**src/rtl/gpio_irq_pkg.sv**
```systemverilog
package gpio_irq_pkg;
    localparam int DATA_W      = 32;
    localparam int ADDR_W      = 6;
    localparam int MODE_W      = 3;
    localparam int MODE_STRIDE = 4;
    localparam int MODE_PER_RG = DATA_W / MODE_STRIDE;

    localparam logic [ADDR_W-1:0] OFS_EN    = 6'h00;
    localparam logic [ADDR_W-1:0] OFS_STAT  = 6'h04;
    localparam logic [ADDR_W-1:0] OFS_RAW   = 6'h08;
    localparam logic [ADDR_W-1:0] OFS_CLR   = 6'h0C;
    localparam logic [ADDR_W-1:0] OFS_MSET  = 6'h10;
    localparam logic [ADDR_W-1:0] OFS_MCLR  = 6'h14;
    localparam logic [ADDR_W-1:0] OFS_OUT   = 6'h18;
    localparam logic [ADDR_W-1:0] OFS_IN    = 6'h1C;
    localparam logic [ADDR_W-1:0] OFS_DIR   = 6'h20;
    localparam logic [ADDR_W-1:0] OFS_MODE0 = 6'h24;
    localparam logic [ADDR_W-1:0] OFS_MODE1 = 6'h28;
    localparam logic [ADDR_W-1:0] OFS_SRST  = 6'h3C;

    localparam logic [MODE_W-1:0] MD_FALL = 3'd0;
    localparam logic [MODE_W-1:0] MD_RISE = 3'd1;
    localparam logic [MODE_W-1:0] MD_LOW  = 3'd2;
    localparam logic [MODE_W-1:0] MD_HIGH = 3'd3;
    localparam logic [MODE_W-1:0] MD_BOTH = 3'd4;

    typedef enum logic [1:0] {
        SR_RUN   = 2'd0,
        SR_ARMED = 2'd1,
        SR_PURGE = 2'd2
    } srst_state_e;
endpackage

```
**src/rtl/gpio_pin_sync.sv**
```systemverilog
module gpio_pin_sync #(
    parameter int NUM_PINS = 12
) (
    input  logic                clk,
    input  logic                rst_n,
    input  logic [NUM_PINS-1:0] async_in,
    output logic [NUM_PINS-1:0] sync_out
);
    logic [NUM_PINS-1:0] meta_q;
    logic [NUM_PINS-1:0] stable_q;

    always_ff @(posedge clk or negedge rst_n) begin
        if (!rst_n) begin
            meta_q   <= '0;
            stable_q <= '0;
        end else begin
            meta_q   <= async_in;
            stable_q <= meta_q;
        end
    end

    assign sync_out = stable_q;
endmodule

```
**src/rtl/gpio_irq_detect.sv**
```systemverilog
module gpio_irq_detect
    import gpio_irq_pkg::*;
#(
    parameter int NUM_PINS = 12
) (
    input  logic                            clk,
    input  logic                            rst_n,
    input  logic                            purge,
    input  logic [NUM_PINS-1:0]             level_in,
    input  logic [NUM_PINS-1:0]             en,
    input  logic [NUM_PINS-1:0]             clr,
    input  logic [NUM_PINS-1:0][MODE_W-1:0] mode,
    output logic [NUM_PINS-1:0]             pend
);
    for (genvar g = 0; g < NUM_PINS; g++) begin : g_pin
        logic prev_q;
        logic hit;
        logic pend_q;

        always_ff @(posedge clk or negedge rst_n) begin
            if (!rst_n) prev_q <= 1'b0;
            else        prev_q <= level_in[g];
        end

        always_comb begin
            case (mode[g])
                MD_FALL: hit = prev_q & ~level_in[g];
                MD_RISE: hit = ~prev_q & level_in[g];
                MD_LOW:  hit = ~level_in[g];
                MD_HIGH: hit = level_in[g];
                MD_BOTH: hit = prev_q ^ level_in[g];
                default: hit = 1'b0;
            endcase
        end

        always_ff @(posedge clk or negedge rst_n) begin
            if (!rst_n)               pend_q <= 1'b0;
            else if (purge)           pend_q <= 1'b0;
            else if (hit && en[g])    pend_q <= 1'b1;
            else if (clr[g])          pend_q <= 1'b0;
        end

        assign pend[g] = pend_q;
    end
endmodule

```
**src/rtl/gpio_srst_fsm.sv**
```systemverilog
module gpio_srst_fsm
    import gpio_irq_pkg::*;
(
    input  logic clk,
    input  logic rst_n,
    input  logic wr_srst,
    input  logic wr_bit,
    output logic purge,
    output logic armed
);
    srst_state_e state_q;
    srst_state_e state_d;

    always_ff @(posedge clk or negedge rst_n) begin
        if (!rst_n) state_q <= SR_RUN;
        else        state_q <= state_d;
    end

    always_comb begin
        state_d = state_q;
        unique case (state_q)
            SR_RUN:   if (wr_srst && wr_bit)  state_d = SR_ARMED;
            SR_ARMED: if (wr_srst && !wr_bit) state_d = SR_PURGE;
            SR_PURGE: state_d = SR_RUN;
            default:  state_d = SR_RUN;
        endcase
    end

    always_comb begin
        purge = 1'b0;
        armed = 1'b0;
        unique case (state_q)
            SR_RUN:   ;
            SR_ARMED: armed = 1'b1;
            SR_PURGE: purge = 1'b1;
            default:  ;
        endcase
    end
endmodule

```
**src/rtl/gpio_irq_ctrl.sv**
```systemverilog
module gpio_irq_ctrl
    import gpio_irq_pkg::*;
#(
    parameter int NUM_PINS = 12
) (
    input  logic                clk,
    input  logic                rst_n,
    input  logic                bus_sel,
    input  logic                bus_wr,
    input  logic [5:0]          bus_addr,
    input  logic [31:0]         bus_wdata,
    output logic [31:0]         bus_rdata,
    input  logic [NUM_PINS-1:0] pin_in,
    output logic [NUM_PINS-1:0] pin_out,
    output logic [NUM_PINS-1:0] pin_oe,
    output logic                irq_out
);
    localparam int PAD = DATA_W - NUM_PINS;

    logic [NUM_PINS-1:0]             en_q, mask_q, out_q, dir_q;
    logic [NUM_PINS-1:0][MODE_W-1:0] mode_q;
    logic [NUM_PINS-1:0]             sync_lvl, pend_q, clr_vec;
    logic [NUM_PINS-1:0]             wpin;
    logic                            wr, purge, armed;
    logic [DATA_W-1:0]               mode0_rd, mode1_rd;

    assign wr      = bus_sel & bus_wr;
    assign wpin    = bus_wdata[NUM_PINS-1:0];
    assign clr_vec = (wr && bus_addr == OFS_CLR) ? wpin : '0;

    gpio_pin_sync #(.NUM_PINS(NUM_PINS)) i_sync (
        .clk      (clk),
        .rst_n    (rst_n),
        .async_in (pin_in),
        .sync_out (sync_lvl)
    );

    gpio_irq_detect #(.NUM_PINS(NUM_PINS)) i_detect (
        .clk      (clk),
        .rst_n    (rst_n),
        .purge    (purge),
        .level_in (sync_lvl),
        .en       (en_q),
        .clr      (clr_vec),
        .mode     (mode_q),
        .pend     (pend_q)
    );

    gpio_srst_fsm i_srst (
        .clk     (clk),
        .rst_n   (rst_n),
        .wr_srst (wr && bus_addr == OFS_SRST),
        .wr_bit  (bus_wdata[0]),
        .purge   (purge),
        .armed   (armed)
    );

    always_ff @(posedge clk or negedge rst_n) begin
        if (!rst_n) begin
            en_q   <= '0;
            mask_q <= '1;
            out_q  <= '0;
            dir_q  <= '0;
        end else if (purge) begin
            en_q   <= '0;
            mask_q <= '1;
            out_q  <= '0;
            dir_q  <= '0;
        end else if (wr) begin
            case (bus_addr)
                OFS_EN:   en_q   <= wpin;
                OFS_MSET: mask_q <= mask_q | wpin;
                OFS_MCLR: mask_q <= mask_q & ~wpin;
                OFS_OUT:  out_q  <= wpin;
                OFS_DIR:  dir_q  <= wpin;
                default:  ;
            endcase
        end
    end

    for (genvar n = 0; n < NUM_PINS; n++) begin : g_mode
        localparam logic [ADDR_W-1:0] MY_OFS = (n < MODE_PER_RG) ? OFS_MODE0 : OFS_MODE1;
        localparam int POS = (n % MODE_PER_RG) * MODE_STRIDE;
        always_ff @(posedge clk or negedge rst_n) begin
            if (!rst_n)                         mode_q[n] <= '0;
            else if (purge)                     mode_q[n] <= '0;
            else if (wr && bus_addr == MY_OFS)  mode_q[n] <= bus_wdata[POS +: MODE_W];
        end
    end

    always_comb begin
        mode0_rd = '0;
        mode1_rd = '0;
        for (int n = 0; n < NUM_PINS; n++) begin
            if (n < MODE_PER_RG) mode0_rd[(n % MODE_PER_RG)*MODE_STRIDE +: MODE_W] = mode_q[n];
            else                 mode1_rd[(n % MODE_PER_RG)*MODE_STRIDE +: MODE_W] = mode_q[n];
        end
    end

    always_comb begin
        case (bus_addr)
            OFS_EN:    bus_rdata = {{PAD{1'b0}}, en_q};
            OFS_STAT:  bus_rdata = {{PAD{1'b0}}, pend_q & ~mask_q};
            OFS_RAW:   bus_rdata = {{PAD{1'b0}}, pend_q};
            OFS_MSET:  bus_rdata = {{PAD{1'b0}}, mask_q};
            OFS_OUT:   bus_rdata = {{PAD{1'b0}}, out_q};
            OFS_IN:    bus_rdata = {{PAD{1'b0}}, sync_lvl};
            OFS_DIR:   bus_rdata = {{PAD{1'b0}}, dir_q};
            OFS_MODE0: bus_rdata = mode0_rd;
            OFS_MODE1: bus_rdata = mode1_rd;
            OFS_SRST:  bus_rdata = {{(DATA_W-1){1'b0}}, armed};
            default:   bus_rdata = '0;
        endcase
    end

    assign pin_out = out_q;
    assign pin_oe  = dir_q;
    assign irq_out = |(pend_q & ~mask_q);
endmodule

```
**config.mk**
```make
export PLATFORM = sky130hd
export DESIGN_NAME = gpio_irq_ctrl
export DESIGN_NICKNAME = d
export VERILOG_FILES = /design/src/rtl/gpio_irq_pkg.sv /design/src/rtl/gpio_pin_sync.sv /design/src/rtl/gpio_irq_detect.sv /design/src/rtl/gpio_srst_fsm.sv /design/src/rtl/gpio_irq_ctrl.sv
export SDC_FILE = /design/constraint.sdc
export NUM_CORES = 1
export LEC_CHECK = 0
export BUFFER_PORTS_ARGS = -buffer_cell sky130_fd_sc_hd__buf_2
export CAP_MARGIN = 20
export CORE_MARGIN = 10
export CORE_UTILIZATION = 40
export DETAILED_ROUTE_END_ITERATION = 12
export SYNTH_ARGS = -nofsm -noshare
export SYNTH_HDL_FRONTEND = slang
export SYNTH_SLANG_ARGS = --single-unit
```
**constraint.sdc**
```tcl
create_clock -name clk -period 2.1 [get_ports clk]
set_input_delay 0.42 -clock clk [delete_from_list [all_inputs] [get_ports clk]]
set_output_delay 0.42 -clock clk [all_outputs]
set_load 0.02 [all_outputs]
```
# Yosys cells after proc, flatten, opt, wreduce, memory -nomap -nowiden
# Cells that the tools add are included.
[classes]
bitwise_logic = 66
n_eq_ne = 63
n_mux = 91
reduce_logical = 58
[op_table]
columns = ["operator", "n"]
rows = [
  ["$pmux W31 S10", 1],
  ["$mux W12", 12],
  ["$eq A3 B2 Y1 const B", 24],
  ["$mux W3", 24],
  ["$pmux W1 S5", 12],
  ["$reduce_bool A3 Y1", 13],
  ["$mux W1", 38],
  ["$eq A3 B1 Y1 const B", 12],
  ["$eq A3 B3 Y1 const B", 12],
  ["$logic_not A3 Y1", 12],
  ["$and A1 B1 Y1", 25],
  ["$and A12 B12 Y12", 2],
  ["$eq A6 B5 Y1 const B", 4],
  ["$eq A6 B6 Y1 const B", 4],
  ["$not A1 Y1", 24],
  ["$not A12 Y12", 2],
  ["$pmux W12 S2", 1],
  ["$logic_and A1 B1 Y1", 18],
  ["$eq A6 B4 Y1 const B", 2],
  ["$or A12 B12 Y12", 1],
  ["$reduce_bool A2 Y1", 6],
  ["$reduce_or A12 Y1", 1],
  ["$xor A1 B1 Y1", 12],
  ["$reduce_and A2 Y1", 5],
  ["9 further kinds", 11],
]
[totals]
ff_bits = 134
wordCells = 321
output_inout_bits = 57

# Logic depth before layout (Yosys ltp)
# Gate-level depths: netlist (run 1).
[logic_depth]
word_depth = 6
mapped_depth = 7
ltp_nobuf = 6

# Cells and area by module
# From an unflattened synthesis (run 1), not the netlist that was laid out.
[unflattened]
cells_unflattened = 776
hier_area_um2 = 7339.5
[modules_own_cells]
columns = ["module", "area_each_um2", "n_inst", "seq_area_each_um2", "cells_each"]
rows = [
  ["gpio_irq_ctrl", 4778.3, 1, 2117.0, 548],
  ["gpio_irq_detect", 1865.5, 1, 600.6, 197],
  ["gpio_pin_sync", 600.6, 1, 600.6, 24],
  ["gpio_srst_fsm", 95.1, 1, 50.0, 7],
]

# Least setup slack after synthesis (run 1)
# OpenSTA, ideal clock, no wires.
[synth_timing]
path_type = "input -> output"
start = "input port bus_addr[0]"
end = "output port bus_rdata[7]"
path_buffers = 2
stages = 6
t_arrival_ps = 1806
path_slack_ps = -126
cell_sequence = "buf_2 -> or4b_1 -> buf_2 -> nor2_2 -> a22oi_1 -> nand3_1"
[synth_via]
elab_chain_len = 2
elab_cells_between_ends = 11
classes_between = "eq/ne (9); mux (1); reduce/logical (1)"
[synth_rtl]
columns = ["item", "line_no", "text"]
rows = [
  ["start: declaration", "gpio_irq_ctrl.sv:10", "input logic [5:0] bus_addr,"],
  ["$eq A6 B6 Y1 (tied with other cells)", "gpio_irq_ctrl.sv:101", "case (bus_addr)"],
  ["$pmux W31 S10 *", "gpio_irq_ctrl.sv:101", ""],
  ["end: declaration", "gpio_irq_ctrl.sv:12", "output logic [31:0] bus_rdata,"],
]
# Mark *: on every way between the ends. The rest lies on a longest branch, timed or not.

# Final worst setup path (run 1)
[layout_timing]
start = "register mask_q[9]"
end = "output port irq_out"
[layout_via]
elab_chain_len = 3
[layout_rtl]
columns = ["item", "line_no", "text"]
rows = [
  ["start: declaration", "gpio_irq_ctrl.sv:20", "logic [NUM_PINS-1:0] en_q, mask_q, out_q, dir_q;"],
  ["start signal: assignment", "gpio_irq_ctrl.sv:72", "OFS_MSET: mask_q <= mask_q | wpin;"],
  ["start signal: assignment", "gpio_irq_ctrl.sv:73", "OFS_MCLR: mask_q <= mask_q & ~wpin;"],
  ["$not A12 Y12", "gpio_irq_ctrl.sv:118", "assign irq_out = |(pend_q & ~mask_q);"],
  ["$and A12 B12 Y12", "gpio_irq_ctrl.sv:118", ""],
  ["$reduce_or A12 Y1", "gpio_irq_ctrl.sv:118", ""],
  ["end: declaration", "gpio_irq_ctrl.sv:16", "output logic irq_out"],
]
# Every way passes these cells.

==> impl_results.rst, run 1 <==
.. list-table::
   :header-rows: 1

   * - Metric
     - Value
   * - Setup TNS
     - -1700 ps
   * - Worst Hold Class
     - input pin to flop
   * - Wire length of the first global-routing pass
     - 37100 um
   * - Highest clock frequency the design can meet
     - 424 MHz
   * - Status
     - complete, but fails checks
   * - Clock latency on the worst-skew pair
     - 430 ps
   * - Sequential area share after synthesis
     - 48.2%
   * - Shortest period the worst path allows
     - 2360 ps
   * - CP arrival
     - 1940 ps
   * - Aggregate global-route resource usage
     - 20.0%
   * - Antenna-violating nets left
     - 0
   * - Share of power burned in registers
     - 41.3%
   * - Setup repair after global routing missed its margin
     - yes
   * - Worst vdd ir
     - 0.583 mV
   * - Share of flip-flops with an asynchronous set or reset after synthesis
     - 100%
   * - Count of distinct cell types in the synthesized netlist
     - 47
   * - Switching share of power
     - 26.8%
   * - Area fraction of the dominant cell type after synthesis
     - 43.7%
   * - Pin count of the biggest net entering global routing
     - 60
   * - Via count of the first global-routing pass
     - 6849
   * - Worst hold margin
     - 92.3 ps
   * - Drt total wl
     - 24100 um
   * - Power density over the cells
     - 751 nW/um^2
   * - Post-Syn Area
     - 6990 sq um
   * - Relative contribution of the clock network to total power
     - 45.2%
   * - Final weighted congestion of routability-driven global placement
     - 0.934
   * - Die Ht
     - 152 um
   * - Max FO, Critical Path
     - 2
   * - Fraction of layout cells with a size suffix above 1
     - 34.0%
   * - Top-level I/O count
     - 111
   * - Area Overhead vs Synth
     - 40.2%
   * - YS warnings
     - 0
   * - Cell type with the highest aggregate area in the netlist
     - dfrtp_1
   * - Count of antenna diodes in the layout
     - 0
   * - Worst Slack Setup Final
     - -257 ps
   * - Hold Violations, Final
     - 0
   * - Critical path start-end classification
     - flop to output pin
   * - Power consumption
     - 0.00736 W
   * - Internal power component
     - 0.00538 W
   * - Fillers
     - 1521
   * - Highest-count cells in the layout ignoring fill and taps
     - dfrtp_1, nand2_1, buf_4
   * - Violation count after the first detailed-route iteration
     - 402
   * - Vias after detailed routing
     - 6540
   * - Post-CTS clock slew at the launch and capture registers of the worst setup and hold paths
     - 60 ps
   * - CORE AREA
     - 17200 sq um
   * - Critical Path RT
     - 1680 ps
   * - Combinational group share of total power
     - 13.5%
   * - Die area
     - 23100 sq um
   * - Main synth FF type
     - dfrtp_1
   * - Synthesis-stage register bit count
     - 134
   * - Post-synth EDFFs
     - 0
   * - Most common cell after layout, fill and taps aside
     - dfrtp_1
   * - Crit start category
     - flop
   * - Detailed-placement wirelength estimate
     - 16100 um
   * - Die W
     - 152 um
   * - TritonCTS clock tree
     - built
   * - Leakage power figure
     - 4.77 nW
   * - Number of levels in the clock H-tree
     - 4
   * - First-pass iteration count of the detailed router
     - 5
   * - Number of antenna violations at the first check in global routing
     - 0
   * - Starting density of the core
     - 40.5%
   * - Total clock buffers created by CTS
     - 17
   * - Maximum count of clock buffers along a single path
     - 2
   * - Cell types with the largest area share after synthesis
     - dfrtp_1, nand2_1, mux2i_1
   * - Failing checks
     - negative setup slack
   * - Clk Tree Root Cell
     - clkbuf_16
   * - Final Slew Violations
     - 0
   * - Pin slew with the least headroom to its limit
     - 573 ps
   * - Port bufs
     - 100
   * - Switching component of the power
     - 0.00197 W
   * - Final worst clock skew
     - 10.3 ps
   * - Per-instance average area after synthesis
     - 9.57 sq um
   * - Rows
     - 48
   * - Endpoints failing setup
     - 19
   * - Clock Sinks
     - 134
   * - Routed WL per cell
     - 21.0 um
   * - Maximum Capacitance Violations
     - 0
   * - Synthesized netlist cell count
     - 730
   * - Gr ovfl total
     - 0
   * - Post-place setup slack
     - -205 ps
   * - Final net count
     - 989
   * - Number of vias per cell
     - 5.69
   * - Worst rel slew slack
     - 61.8%
   * - Worst Setup End Kind
     - output pin
   * - Remaining DRCs
     - 0
   * - Ratio of final minimum period to clock period
     - 112%
-- layout make-up --
class	count	area (sq um)	area share [%]
timing repair buffer	211	1780	18.1
inverter	42	158	1.61
clock buffer	17	425	4.34
multi-input combinational	505	3560	36.3
sequential	134	3370	34.4
tap	225	282	2.87
clock inverter	15	225	2.30
-- registers in the layout, indices dropped and copies added (netlist names) --
| register | flops |
|---|---|
| en_q | 12 |
| i_detect.g_pin.pend_q | 12 |
| i_detect.g_pin.prev_q | 12 |
| i_srst.state_q | 2 |
| i_sync.meta_q | 12 |
| i_sync.sync_out | 12 |
| mask_q | 12 |
| mode0_rd | 24 |
| mode1_rd | 12 |
| pin_oe | 12 |
| pin_out | 12 |
-- synthesized netlist by cell type, drive strengths merged, types with 5 or more instances --
cell     count
dfrtp      122
nand2      107
a21oi       73
inv         42
mux2i       40
clkbuf      31
nand3       30
and3        29
ha          24
o21ai       24
buf         22
o31ai       21
nor2        16
nor3        15
nor4b       13
a211oi      12
dfstp       12
nor3b       12
xor2        12
a22oi        9
a2bb2oi      9
a311oi       8
nand2b       8
nor2b        5
-- critical path: stages, from the launching register on --
cell	delay, ps
dfstp_2	530
nand2b_4	140
o2111ai_4	150
a2111oi_4	220
buf_4	180
o2111ai_4	120
buf_6	170
-- layer usage --
| layer | track usage [%] | vias up | share of wire [%] | routed length, um |
|---|---|---|---|---|
| met2 | 32.2 | 275 | 48 | 11500 |
| met3 | 5.39 | 56 | 7.7 | 1850 |
| li1 | - | 2943 | - | - |
| met5 | 0 | - | 0 | 0 |
| met4 | 8.39 | 0 | 2.9 | 703 |
| met1 | 24.6 | 3266 | 42 | 10100 |
-- what timing repair did --
item,in CTS,in global routing
endpoints found under the hold margin,45,0
endpoints found under the setup margin,28,28
hold buffers,1,0
pin swaps,18,28
cloned,3,3
buffers inserted,13,14
resized for setup,77,67
-- kinds of logic after synthesis --
kind of cell             after synthesis  share of synthesized area, %
AO/OA/AOI/OAI                        173                          15.5
XOR/XNOR                              12                          1.50
adder cells (fa/ha/maj)               24                          4.30
buffers and inverters                 95                          5.89
flip-flops                           134                          48.2
multiplexers                          40                          5.73
other                                  1                        0.0537
AND/OR/NAND/NOR                      251                          18.8
-- path summary, 6_finish.rpt --
check / from / to / slack (ps) / cells after the start
setup reg to reg: i_sync.sync_out[0]$_DFF_PN0_ / i_detect.g_pin[0].pend_q$_DFFE_PN0P_ / 550 / 6
min in group asynchronous: rst_n / en_q[9]$_DFFE_PN0P_ / 510 / 2
setup / recovery: mask_q[9]$_DFFE_PN1P_ / irq_out / -260 / 6
hold / removal: pin_in[6] / i_sync.meta_q[6]$_DFF_PN0_ / 90 / 1
hold reg to reg: i_sync.meta_q[7]$_DFF_PN0_ / i_sync.sync_out[7]$_DFF_PN0_ / 350 / 0
max in group asynchronous: rst_n / mode0_rd[25]$_DFFE_PN0P_ / 900 / 3
-- metrics by stage --
step                      cell area (sq um)  utilization (%)  cells
after floorplan                        7060                -    734
after global placement                 8300             48.2   1088
after detailed placement               8300             48.2   1088
after CTS                              9420             54.6   1136
after global routing                   9800             56.8   1149
final                                  9800             56.8   1149
-- power groups by stage --
stage | Clock (W) | Sequential, W | Combinational (W)
after floorplan | 0 | 0.00305 | 0.000431
after global placement | 0 | 0.00305 | 0.000821
after detailed placement | 0 | 0.00306 | 0.000851
after CTS | 0.00337 | 0.00303 | 0.000941
after global routing | 0.00348 | 0.00307 | 0.00109
final | 0.00332 | 0.00304 | 0.000995
Note: power is estimated with default switching activity, not from simulation.
==> run 2: changes to the inputs <==
--- a/config.mk
+++ b/config.mk
@@ -5,6 +5,7 @@
 export SDC_FILE = /design/constraint.sdc
 export NUM_CORES = 1
 export LEC_CHECK = 0
+export ABC_AREA = 1
 export BUFFER_PORTS_ARGS = -buffer_cell sky130_fd_sc_hd__buf_2
 export CAP_MARGIN = 20
 export CORE_MARGIN = 10
==> impl_results.rst, run 2 <==
.. list-table::
   :header-rows: 1

   * - Metric
     - Value
   * - Clock latency on the worst-skew pair
     - 420 ps
   * - Post-synth EDFFs
     - 0
   * - Critical path start-end classification
     - flop to output pin
   * - Final worst clock skew
     - 3.96 ps
   * - Main synth FF type
     - dfrtp_1
   * - Critical path cell sequence
     - nor2_2, nor4_4, nand3_2, buf_6
   * - Most common cell after layout, fill and taps aside
     - nand2_1
   * - Cell type with the highest aggregate area in the netlist
     - dfrtp_1
   * - Post-detailed-placement cell area
     - 8350 sq um
   * - Aggregate global-route resource usage
     - 18.6%
   * - Worst Setup End Kind
     - output pin
   * - Final Slew Violations
     - 0
   * - Ratio of final minimum period to clock period
     - 101%
   * - Critical Path RT
     - 1680 ps
   * - Die area
     - 23800 sq um
   * - Crit start category
     - flop
   * - Starting density of the core
     - 40.4%
   * - Highest-count cells in the layout ignoring fill and taps
     - nand2_1, inv_1, dfrtp_1
   * - Topmost layer with routed signal wires
     - met4
   * - Status
     - complete, but fails checks
   * - Met2 WL post-DR
     - 10300 um
   * - Leading cell type by number of instances after synthesis
     - nand2_1
   * - CP arrival
     - 1690 ps
   * - Worst vdd ir
     - 0.613 mV
   * - Fraction of layout cells with a size suffix above 1
     - 23.7%
   * - Clk Tree Root Cell
     - clkbuf_16
   * - YS warnings
     - 0
   * - Leakage power figure
     - 4.92 nW
   * - Power density over the cells
     - 737 nW/um^2
   * - Remaining DRCs
     - 0
   * - Post-place setup slack
     - -169 ps
   * - Worst Slack Setup Final
     - -11.3 ps
   * - Post-Syn Area
     - 7210 sq um
   * - Synthesized netlist cell count
     - 969
   * - Shortest period the worst path allows
     - 2110 ps
   * - Antenna-violating nets left
     - 0
   * - Worst Hold Class
     - input pin to flop
   * - Final net count
     - 1199
   * - Per-instance average area after synthesis
     - 7.44 sq um
   * - Detailed-placement wirelength estimate
     - 16200 um
   * - Post-CTS clock slew at the launch and capture registers of the worst setup and hold paths
     - 60 ps
   * - Cell type group with the largest total delay on the critical path
     - simple AND/OR/NAND/NOR gates
   * - Violation count after the first detailed-route iteration
     - 521
   * - Max FO, Critical Path
     - 2
   * - Worst r2r src
     - i_srst.state_q[0]$_DFFE_PN0P_
   * - Number of buffers and inverters on the critical path
     - 1
   * - Endpoints failing setup
     - 1
   * - First-pass iteration count of the detailed router
     - 5
   * - Met1 layer wirelength in the final routing
     - 10000 um
   * - Wire length of the first global-routing pass
     - 35000 um
   * - Area fraction of the dominant cell type after synthesis
     - 42.3%
   * - Post-route cell area
     - 9410 sq um
   * - Maximum count of clock buffers along a single path
     - 2
   * - Vias after detailed routing
     - 6754
   * - Area Overhead vs Synth
     - 30.5%
   * - Count of distinct cell types in the synthesized netlist
     - 32
   * - Synthesis-stage register bit count
     - 134
   * - Start point of the worst min-delay path
     - pin_in[7]
   * - Library cell contributing the largest single delay on the critical path
     - dfstp_2
   * - Final weighted congestion of routability-driven global placement
     - 0.903
   * - Number of antenna violations at the first check in global routing
     - 0
   * - TritonCTS clock tree
     - built
   * - Pin count of the biggest net entering global routing
     - 47
   * - Number of vias per cell
     - 4.97
   * - Top cells by instance count after synthesis
     - nand2_1, inv_1, dfrtp_1, nor2_1, nand3_1
   * - Sequential area share after synthesis
     - 46.7%
   * - Port bufs
     - 100
   * - Rows
     - 49
   * - Clock Sinks
     - 134
   * - Top-level I/O count
     - 111
   * - Highest clock frequency the design can meet
     - 474 MHz
   * - Critical path startpoint
     - mask_q[4]$_DFFE_PN1P_
   * - Max reg flops
     - 24
   * - Drt total wl
     - 22400 um
   * - Failing checks
     - negative setup slack
   * - Routed WL per cell
     - 16.5 um
   * - Via count of the first global-routing pass
     - 6465
   * - Die Ht
     - 154 um
   * - Count of antenna diodes in the layout
     - 0
   * - Setup repair after global routing missed its margin
     - yes
   * - CORE AREA
     - 17800 sq um
   * - Total clock buffers created by CTS
     - 17
   * - Critical Path Max Stage Delay
     - 540 ps
   * - Share of flip-flops with an asynchronous set or reset after synthesis
     - 100%
   * - Hold Violations, Final
     - 0
   * - Cell types with the largest area share after synthesis
     - dfrtp_1, nand2_1, inv_1
   * - Number of levels in the clock H-tree
     - 4
   * - Total met3 wirelength after detailed routing
     - 1620 um
   * - Die W
     - 154 um
   * - Gr ovfl total
     - 0
   * - Maximum Capacitance Violations
     - 0
[run 2: metal layers]
metal	vias to the layer above	global-route usage [%]
met3	40	4.41
met5	-	0
li1	3331	-
met1	3142	25.1
met4	0	7.51
met2	241	27.9
[run 2: worst paths after layout]
kind,slack [ps],cells past startpoint,endpoint
max,-10,4,irq_out
min,100,1,i_sync.meta_q[7]$_DFF_PN0_
max reg2reg,550,8,mask_q[8]$_DFFE_PN1P_
min reg2reg,340,0,i_sync.sync_out[10]$_DFF_PN0_
max in group asynchronous,880,3,mask_q[9]$_DFFE_PN1P_
min in group asynchronous,490,2,i_detect.g_pin[0].prev_q$_DFF_PN0_
[run 2: power breakdown]
part	switching (W)	internal, W	total, W
combinational	0.000672	0.000390	0.00106
sequential	0.000192	0.00286	0.00305
clock	0.00107	0.00176	0.00282
total	0.00193	0.00500	0.00694
[run 2: cell families after synthesis]
| family | after synthesis | share of synthesized area, % |
|---|---|---|
| adder cells (fa/ha/maj) | 24 | 4.16 |
| AND/OR/NAND/NOR | 483 | 28.2 |
| buffers and inverters | 191 | 10.8 |
| flip-flops | 134 | 46.7 |
| other | 1 | 0.0520 |
| AO/OA/AOI/OAI | 136 | 10.0 |
[run 2: layout make-up]
| class | count | area [sq um] |
|---|---|---|
| fill | 1763 | 8430 |
| clock inverter | 4 | 45.0 |
| inverter | 155 | 593 |
| timing repair buffer | 165 | 1290 |
| clock buffer | 25 | 505 |
| sequential | 134 | 3370 |
| multi-input combinational | 648 | 3320 |
| tap | 229 | 287 |
[run 2: per-stage QoR]
stage	util, %	power (W)	setup TNS [ps]	instances	hold slack, ps
2_1_floorplan	-	0.00363	0	973	124
3_3_place_gp	46.8	0.00400	-1250	1321	332
3_5_place_dp	46.8	0.00402	-1380	1321	335
4_1_cts	50.8	0.00693	-6.70	1354	87.6
5_1_grt	52.8	0.00729	-434	1360	89.0
6_report	52.8	0.00694	-11.3	1360	97.5
[run 2: what timing repair did]
action	CTS	global route
setup endpoints to repair	16	27
resized for setup	43	85
cloned	0	1
pin swaps	10	23
hold buffers	1	0
endpoints found under the hold margin	37	0
buffers inserted	3	7
